$ cat config.mk
export PLATFORM = sky130hd
export DESIGN_NAME = can_stat_irq_regs
export DESIGN_NICKNAME = d
export VERILOG_FILES = /design/src/rtl/can_sir_pkg.sv /design/src/rtl/can_sir_status.sv /design/src/rtl/can_sir_errcnt.sv /design/src/rtl/can_sir_intid.sv /design/src/rtl/can_stat_irq_regs.sv
export SDC_FILE = /design/constraint.sdc
export NUM_CORES = 1
export LEC_CHECK = 0
export CAP_MARGIN = 5
export CORE_UTILIZATION = 40
export CTS_BUF_LIST = sky130_fd_sc_hd__clkbuf_16
export CTS_CLUSTER_SIZE = 10
export DETAILED_ROUTE_END_ITERATION = 10
export GPL_TIMING_DRIVEN = 0
export PLACE_DENSITY = 0.89
export SETUP_SLACK_MARGIN = 0.1
export SYNTH_ARGS = -nofsm -noshare
export SYNTH_HDL_FRONTEND = slang
export SYNTH_SLANG_ARGS = --single-unit
$ cat constraint.sdc
create_clock -name clk -period 4 [get_ports clk]
set_input_delay 0.8 -clock clk [delete_from_list [all_inputs] [get_ports clk]]
set_output_delay 0.8 -clock clk [all_outputs]
set_load 0.02 [all_outputs]
$ cat src/rtl/can_sir_pkg.sv
package can_sir_pkg;

   typedef enum logic [1:0] {
      RA_CTRL  = 2'd0,
      RA_STAT  = 2'd1,
      RA_ERRC  = 2'd2,
      RA_INTID = 2'd3
   } reg_addr_e;

   typedef enum logic [2:0] {
      LEC_NONE   = 3'd0,
      LEC_STUFF  = 3'd1,
      LEC_FORM   = 3'd2,
      LEC_ACK    = 3'd3,
      LEC_BIT1   = 3'd4,
      LEC_BIT0   = 3'd5,
      LEC_CRC    = 3'd6,
      LEC_UNUSED = 3'd7
   } lec_e;

   localparam int BIT_BOFF  = 7;
   localparam int BIT_EWARN = 6;
   localparam int BIT_EPASS = 5;
   localparam int BIT_RXOK  = 4;
   localparam int BIT_TXOK  = 3;

   localparam int CTRL_IE  = 1;
   localparam int CTRL_SIE = 2;
   localparam int CTRL_EIE = 3;

   localparam logic [15:0] INTID_STATUS = 16'h8000;

endpackage

$ cat src/rtl/can_sir_status.sv
module can_sir_status
   import can_sir_pkg::*;
(
   input  logic        clk,
   input  logic        rst_n,
   input  logic        ev_valid,
   input  logic [2:0]  ev_lec,
   input  logic        ev_txok,
   input  logic        ev_rxok,
   input  logic        eng_boff,
   input  logic        eng_ewarn,
   input  logic        eng_epass,
   input  logic        wr_en,
   input  logic        wr_txok,
   input  logic        wr_rxok,
   input  logic [2:0]  wr_lec,
   input  logic        rd_en,
   input  logic        sie,
   input  logic        eie,
   output logic [15:0] stat_word,
   output logic        st_set,
   output logic        st_pend
);

   logic       boff_q, ewarn_q, epass_q;
   logic       txok_q, rxok_q;
   lec_e       lec_q;
   logic       bus_change;

   // only bus-off and warning transitions count as error-change events
   assign bus_change = (eng_boff ^ boff_q) | (eng_ewarn ^ ewarn_q);
   assign st_set     = (sie & (ev_txok | ev_rxok)) | (eie & bus_change);

   always_ff @(posedge clk or negedge rst_n) begin
      if (!rst_n) begin
         boff_q  <= 1'b0;
         ewarn_q <= 1'b0;
         epass_q <= 1'b0;
         txok_q  <= 1'b0;
         rxok_q  <= 1'b0;
         lec_q   <= LEC_NONE;
         st_pend <= 1'b0;
      end else begin
         boff_q  <= eng_boff;
         ewarn_q <= eng_ewarn;
         epass_q <= eng_epass;
         // a set pulse wins over a clearing write in the same cycle
         txok_q  <= ev_txok | (wr_en ? (txok_q & wr_txok) : txok_q);
         rxok_q  <= ev_rxok | (wr_en ? (rxok_q & wr_rxok) : rxok_q);
         if (ev_valid)
            lec_q <= lec_e'(ev_lec);
         else if (wr_en)
            lec_q <= lec_e'(wr_lec);
         st_pend <= st_set | (st_pend & ~rd_en);
      end
   end

   always_comb begin
      stat_word            = '0;
      stat_word[BIT_BOFF]  = boff_q;
      stat_word[BIT_EWARN] = ewarn_q;
      stat_word[BIT_EPASS] = epass_q;
      stat_word[BIT_RXOK]  = rxok_q;
      stat_word[BIT_TXOK]  = txok_q;
      stat_word[2:0]       = lec_q;
   end

endmodule

$ cat src/rtl/can_sir_errcnt.sv
module can_sir_errcnt #(
   parameter int TEC_W = 8,
   parameter int REC_W = 7
) (
   input  logic             clk,
   input  logic             rst_n,
   input  logic             cnt_valid,
   input  logic [TEC_W-1:0] cnt_tec,
   input  logic [REC_W-1:0] cnt_rec,
   input  logic             cnt_rp,
   output logic [15:0]      err_word
);

   localparam int PAD_W = 15 - TEC_W - REC_W;

   logic [TEC_W-1:0] tec_q;
   logic [REC_W-1:0] rec_q;
   logic             rp_q;

   always_ff @(posedge clk or negedge rst_n) begin
      if (!rst_n) begin
         tec_q <= '0;
         rec_q <= '0;
         rp_q  <= 1'b0;
      end else if (cnt_valid) begin
         tec_q <= cnt_tec;
         rec_q <= cnt_rec;
         rp_q  <= cnt_rp;
      end
   end

   generate
      if (PAD_W > 0) begin : g_pad
         assign err_word = {rp_q, {PAD_W{1'b0}}, rec_q, tec_q};
      end else begin : g_tight
         assign err_word = {rp_q, rec_q, tec_q};
      end
   endgenerate

endmodule

$ cat src/rtl/can_sir_intid.sv
module can_sir_intid
   import can_sir_pkg::*;
#(
   parameter int NUM_OBJ = 32
) (
   input  logic               st_pend,
   input  logic [NUM_OBJ-1:0] obj_pend,
   output logic [15:0]        intid
);

   logic [NUM_OBJ:0]   seen;
   logic [NUM_OBJ-1:0] first;
   logic [15:0]        obj_num;

   assign seen[0] = 1'b0;

   generate
      for (genvar i = 0; i < NUM_OBJ; i++) begin : g_chain
         assign first[i]  = obj_pend[i] & ~seen[i];
         assign seen[i+1] = seen[i] | obj_pend[i];
      end
   endgenerate

   always_comb begin
      obj_num = '0;
      for (int i = 0; i < NUM_OBJ; i++) begin
         if (first[i])
            obj_num = obj_num | 16'(i + 1);
      end
   end

   assign intid = st_pend ? INTID_STATUS : obj_num;

endmodule

$ cat src/rtl/can_stat_irq_regs.sv
module can_stat_irq_regs
   import can_sir_pkg::*;
#(
   parameter int NUM_OBJ = 32,
   parameter int TEC_W   = 8,
   parameter int REC_W   = 7
) (
   input  logic               clk,
   input  logic               rst_n,
   input  logic               host_sel,
   input  logic               host_wr,
   input  logic [1:0]         host_addr,
   input  logic [15:0]        host_wdata,
   output logic [15:0]        host_rdata,
   input  logic               ev_valid,
   input  logic [2:0]         ev_lec,
   input  logic               ev_txok,
   input  logic               ev_rxok,
   input  logic               eng_boff,
   input  logic               eng_ewarn,
   input  logic               eng_epass,
   input  logic               cnt_valid,
   input  logic [TEC_W-1:0]   cnt_tec,
   input  logic [REC_W-1:0]   cnt_rec,
   input  logic               cnt_rp,
   input  logic [NUM_OBJ-1:0] obj_pend,
   output logic               irq
);

   generate
      if (NUM_OBJ < 1 || NUM_OBJ > 32767) begin : g_bad_obj
         $error("NUM_OBJ must fit below the status identifier code");
      end
      if (TEC_W < 1 || REC_W < 1 || TEC_W + REC_W > 15) begin : g_bad_cnt
         $error("error counters must fit in bits 14:0");
      end
   endgenerate

   reg_addr_e   addr;
   logic        wr_stat, wr_ctrl, rd_stat;
   logic [3:1]  ctrl_q;
   logic        mod_ie;
   logic [15:0] stat_word, err_word, intid;
   logic        st_set, st_pend;
   logic        unused_wdata;

   assign addr         = reg_addr_e'(host_addr);
   assign wr_stat      = host_sel &  host_wr & (addr == RA_STAT);
   assign wr_ctrl      = host_sel &  host_wr & (addr == RA_CTRL);
   assign rd_stat      = host_sel & ~host_wr & (addr == RA_STAT);
   assign mod_ie       = ctrl_q[CTRL_IE];
   assign unused_wdata = ^{host_wdata[15:5], host_wdata[0]};

   always_ff @(posedge clk or negedge rst_n) begin
      if (!rst_n)
         ctrl_q <= '0;
      else if (wr_ctrl)
         ctrl_q <= host_wdata[3:1];
   end

   can_sir_status u_stat (
      .clk       (clk),
      .rst_n     (rst_n),
      .ev_valid  (ev_valid),
      .ev_lec    (ev_lec),
      .ev_txok   (ev_txok),
      .ev_rxok   (ev_rxok),
      .eng_boff  (eng_boff),
      .eng_ewarn (eng_ewarn),
      .eng_epass (eng_epass),
      .wr_en     (wr_stat),
      .wr_txok   (host_wdata[BIT_TXOK]),
      .wr_rxok   (host_wdata[BIT_RXOK]),
      .wr_lec    (host_wdata[2:0]),
      .rd_en     (rd_stat),
      .sie       (ctrl_q[CTRL_SIE]),
      .eie       (ctrl_q[CTRL_EIE]),
      .stat_word (stat_word),
      .st_set    (st_set),
      .st_pend   (st_pend)
   );

   can_sir_errcnt #(.TEC_W(TEC_W), .REC_W(REC_W)) u_errc (
      .clk       (clk),
      .rst_n     (rst_n),
      .cnt_valid (cnt_valid),
      .cnt_tec   (cnt_tec),
      .cnt_rec   (cnt_rec),
      .cnt_rp    (cnt_rp),
      .err_word  (err_word)
   );

   can_sir_intid #(.NUM_OBJ(NUM_OBJ)) u_intid (
      .st_pend  (st_pend),
      .obj_pend (obj_pend),
      .intid    (intid)
   );

   always_comb begin
      case (addr)
         RA_CTRL:  host_rdata = {12'h000, ctrl_q, 1'b0};
         RA_STAT:  host_rdata = stat_word;
         RA_ERRC:  host_rdata = err_word;
         default:  host_rdata = intid;
      endcase
   end

   assign irq = mod_ie & (intid != 16'h0000);

endmodule

==> flow_summary.yaml <==
setup_path:
  worst_path_max_delay_cell: "clkdlybuf4s50_1"
  crit_chain: "clkdlybuf4s50_1, nor4_4, nand4_1, nor3b_2, and3_1, o21ai_1, a31oi_1, dlygate4sd2_1"
  cp_data_required_time_ns: 3.20
  critPathBufInv: 2
  critPathLaunchType: "input pin"
  cp_top_family: "simple AND/OR/NAND/NOR gates"
  worst_setup_path_end_kind: "output port"
  cpPeakStageDelay_ns: 0.48
  worstPathArrival_ns: 2.98
  crit_path_max_fanout: 4
  crit_type: "in -> out"
finish:
  diodes: 0
  n_fill_cell: 349
  drive_gt1_frac: 0.0855
  utilization: 0.650
  syn2layout_area_growth_pct: 56.0
  layout.nets: 350
floorplan:
  fp.dieArea_um2: 4810
  start_util: 0.417
  die_y_um: 69.4
  die_w_um: 69.4
  rows: 24
  ios: 97
  fp.coreArea_um2: 4350
pwr:
  pwr-share-comb: 0.291
  power_frac_seq: 0.423
  powerDensity_nw_per_um2: 273
  cell_internal_pwr_uw: 571
  leakagePower_nw: 1.13
  switching_power_uw: 202
  p_sw_frac: 0.261
  power_uw: 773
  power_frac_clock: 0.286
  peakVddDrop_uv: 241
sta:
  fmax_mhz: 264
  min_period_ns: 3.78
  finalSetupViolations: 0
  worst_slew_pin_slew_ns: 0.622
  hold_viol_final: 0
  fin_crit_sh: 0.945
  finalMaxSlewViolations: 0
  max_slew_margin: 0.585
  rsz0062_at_grt: "yes"
  fin_skew_ns: 0.00121
  holdWs_ns: 0.475
grt:
  grt_max_degree: 29
  grt_pass1_vias: 1785
  antenna_found_initial: 0
  grt_overflow: 0
  grt_usage: 0.208
  grt_pass1_wl_mm: 8.22
yosys:
  synth.most_common_cell: "dfrtp_1"
  avgSynthCellArea_um2: 9.98
  synth_edf_count: 0
  synth_mux_area_frac: 0.152
  synth_area_um2: 1820
  synth_commonest_cells: "dfrtp_1, mux2_1, nor2_1"
  synthXorXnorAreaFrac: 0.00965
  synth.area.top_cells: "dfrtp_1, mux2_1, o21ai_1, nor2_1, nor4_2"
  synth_ff_type: "dfrtp_1"
  yosys.area.top_type: "dfrtp_1"
  ys.warnings.count: 0
  yosysSeqAreaShare: 0.386
  syn_nets: 262
  async_flop_share: 1.00
  synth_seq_cells: 28
  netlist_instances: 182
  synthSimpleGateAreaFrac: 0.235
  netlist-cell-type-count: 49
  synth_top_area_frac: 0.386
  synth_top_family_by_area: "simple AND/OR/NAND/NOR gates"
  synth_fa_ha_area_frac: 0
  synth-compound-area-share: 0.182
detailed_routing:
  first_iter_violations: 29
  via_count: 1771
  drt-total-wl_mm: 4.92
  drc: 0
  via_per_inst: 5.52
  dr.pass1.iters: 4
  wl_per_cell_um: 15.3
  ant_nets: 0
cts:
  cts_setup_buffers: 0
  clock-sinks: 28
  clk_pin_slew_ns: 0.06
  clockBufferDepth: 2
  htreeDepth: 1
  clk_latency_ns: 0.26
  cts_root_buf: "clkbuf_16"
  cts_tree: "done"
  holdBufCountCts: 0
  cts_made_buffers: 3
status:
  status: "complete, no violations"
place:
  io_buffers: 83
  dpl.hpwl_mm: 3.90
  globalplace.congestion: 0.833
run:
  maxCapViolations: 0
min_path:
  min_path_type: "reg -> reg"
-- cells in the final DEF, fill, tap and decap left out, drive strengths merged, types with 2 or more instances in the layout --
cell / instances
mux2: 17
dfrtp: 28
a211oi: 2
nor3b: 2
dlygate4sd2: 5
xor2: 2
clkdlybuf4s50: 75
nor3: 2
nand2b: 4
nand4: 2
o21ai: 17
a221oi: 2
nor4: 9
nor2: 15
and2: 7
dlymetal6s2s: 2
mux4: 2
clkbuf: 6
nor2b: 6
nand2: 13
o21bai: 2
nand3: 2
a22o: 4
o31a: 2
a21oi: 6
buf: 4
mux2i: 4
o31ai: 3
inv: 7
-- power groups by stage --
stage	registers, mW	clock network [mW]	logic [mW]
after floorplan	0.327	0	0.0979
after global placement	0.331	0	0.222
after detailed placement	0.332	0	0.227
after CTS	0.327	0.228	0.228
after global routing	0.330	0.238	0.244
final	0.327	0.221	0.225
-- metal layers --
metal	global-route usage	up-vias	share of wire	wire length [µm]
met5	0	-	0	0
met4	0.0408	0	0.0033	16
met3	0.0451	2	0.069	338
met2	0.391	62	0.51	2520
met1	0.241	848	0.41	2040
li1	-	859	-	-
-- state kept, by name, indices dropped and copies added, names as in the netlist --
register        cells
u_stat.txok_q       1
ctrl_q              3
u_stat.boff_q       1
u_errc.tec_q        8
u_stat.epass_q      1
u_stat.st_pend      1
u_stat.ewarn_q      1
u_stat.rxok_q       1
u_errc.rp_q         1
u_stat.lec_q        3
u_errc.rec_q        7
-- final timing paths --
path	start	endpoint	slack, ns	cells after the start
setup reg to reg	u_stat.boff_q	u_stat.st_pend	3.04	3
min in group asynchronous	rst_n	u_errc.rec_q[1]	0.55	1
hold / removal	u_errc.rec_q[5]	u_errc.rec_q[5]	0.48	1
setup / recovery	obj_pend[3]	host_rdata[1]	0.22	8
max in group asynchronous	rst_n	u_stat.lec_q[1]	3.04	1
hold reg to reg	u_errc.rec_q[5]	u_errc.rec_q[5]	0.48	1
-- worst register-to-register path: stages, from the launching register on --
cell     delay, ns
dfrtp_1       0.40
xor2_1        0.16
o21ai_0       0.18
nand3_1       0.10
-- timing repair --
| item | in CTS | in global routing |
|---|---|---|
| pin swaps | 3 | 1 |
| resized for setup | 10 | 3 |
| endpoints found under the setup margin | 6 | 2 |
-- kinds of logic (layout without fill, tap and decap cells) --
family,Yosys count,after routing
buffers and inverters,13,100
XOR/XNOR,2,2
multiplexers,23,23
flip-flops,28,28
AND/OR/NAND/NOR,68,68
AO/OA/AOI/OAI,48,48
-- metrics by stage --
step / setup TNS, ns / cells / setup WS, ns / cell area [µm²]
after floorplan: 0 / 182 / 1.00 / 1820
after global placement: -0.110 / 317 / -0.108 / 2710
after detailed placement: -0.162 / 317 / -0.130 / 2710
after CTS: 0 / 321 / 0.119 / 2820
after global routing: 0 / 321 / 0.0903 / 2830
final: 0 / 321 / 0.219 / 2830
-- cell type report --
class,instances,area (µm²),area share
buffer,6,37.5,0.0133
sequential,28,701,0.247
multi-input combinational,141,1100,0.388
tap,52,65.1,0.0230
timing repair buffer,83,825,0.291
clock inverter,1,3.75,0.00133
inverter,7,26.3,0.00928
clock buffer,3,75.1,0.0265
No activity file was read; power rests on OpenSTA's default activity.
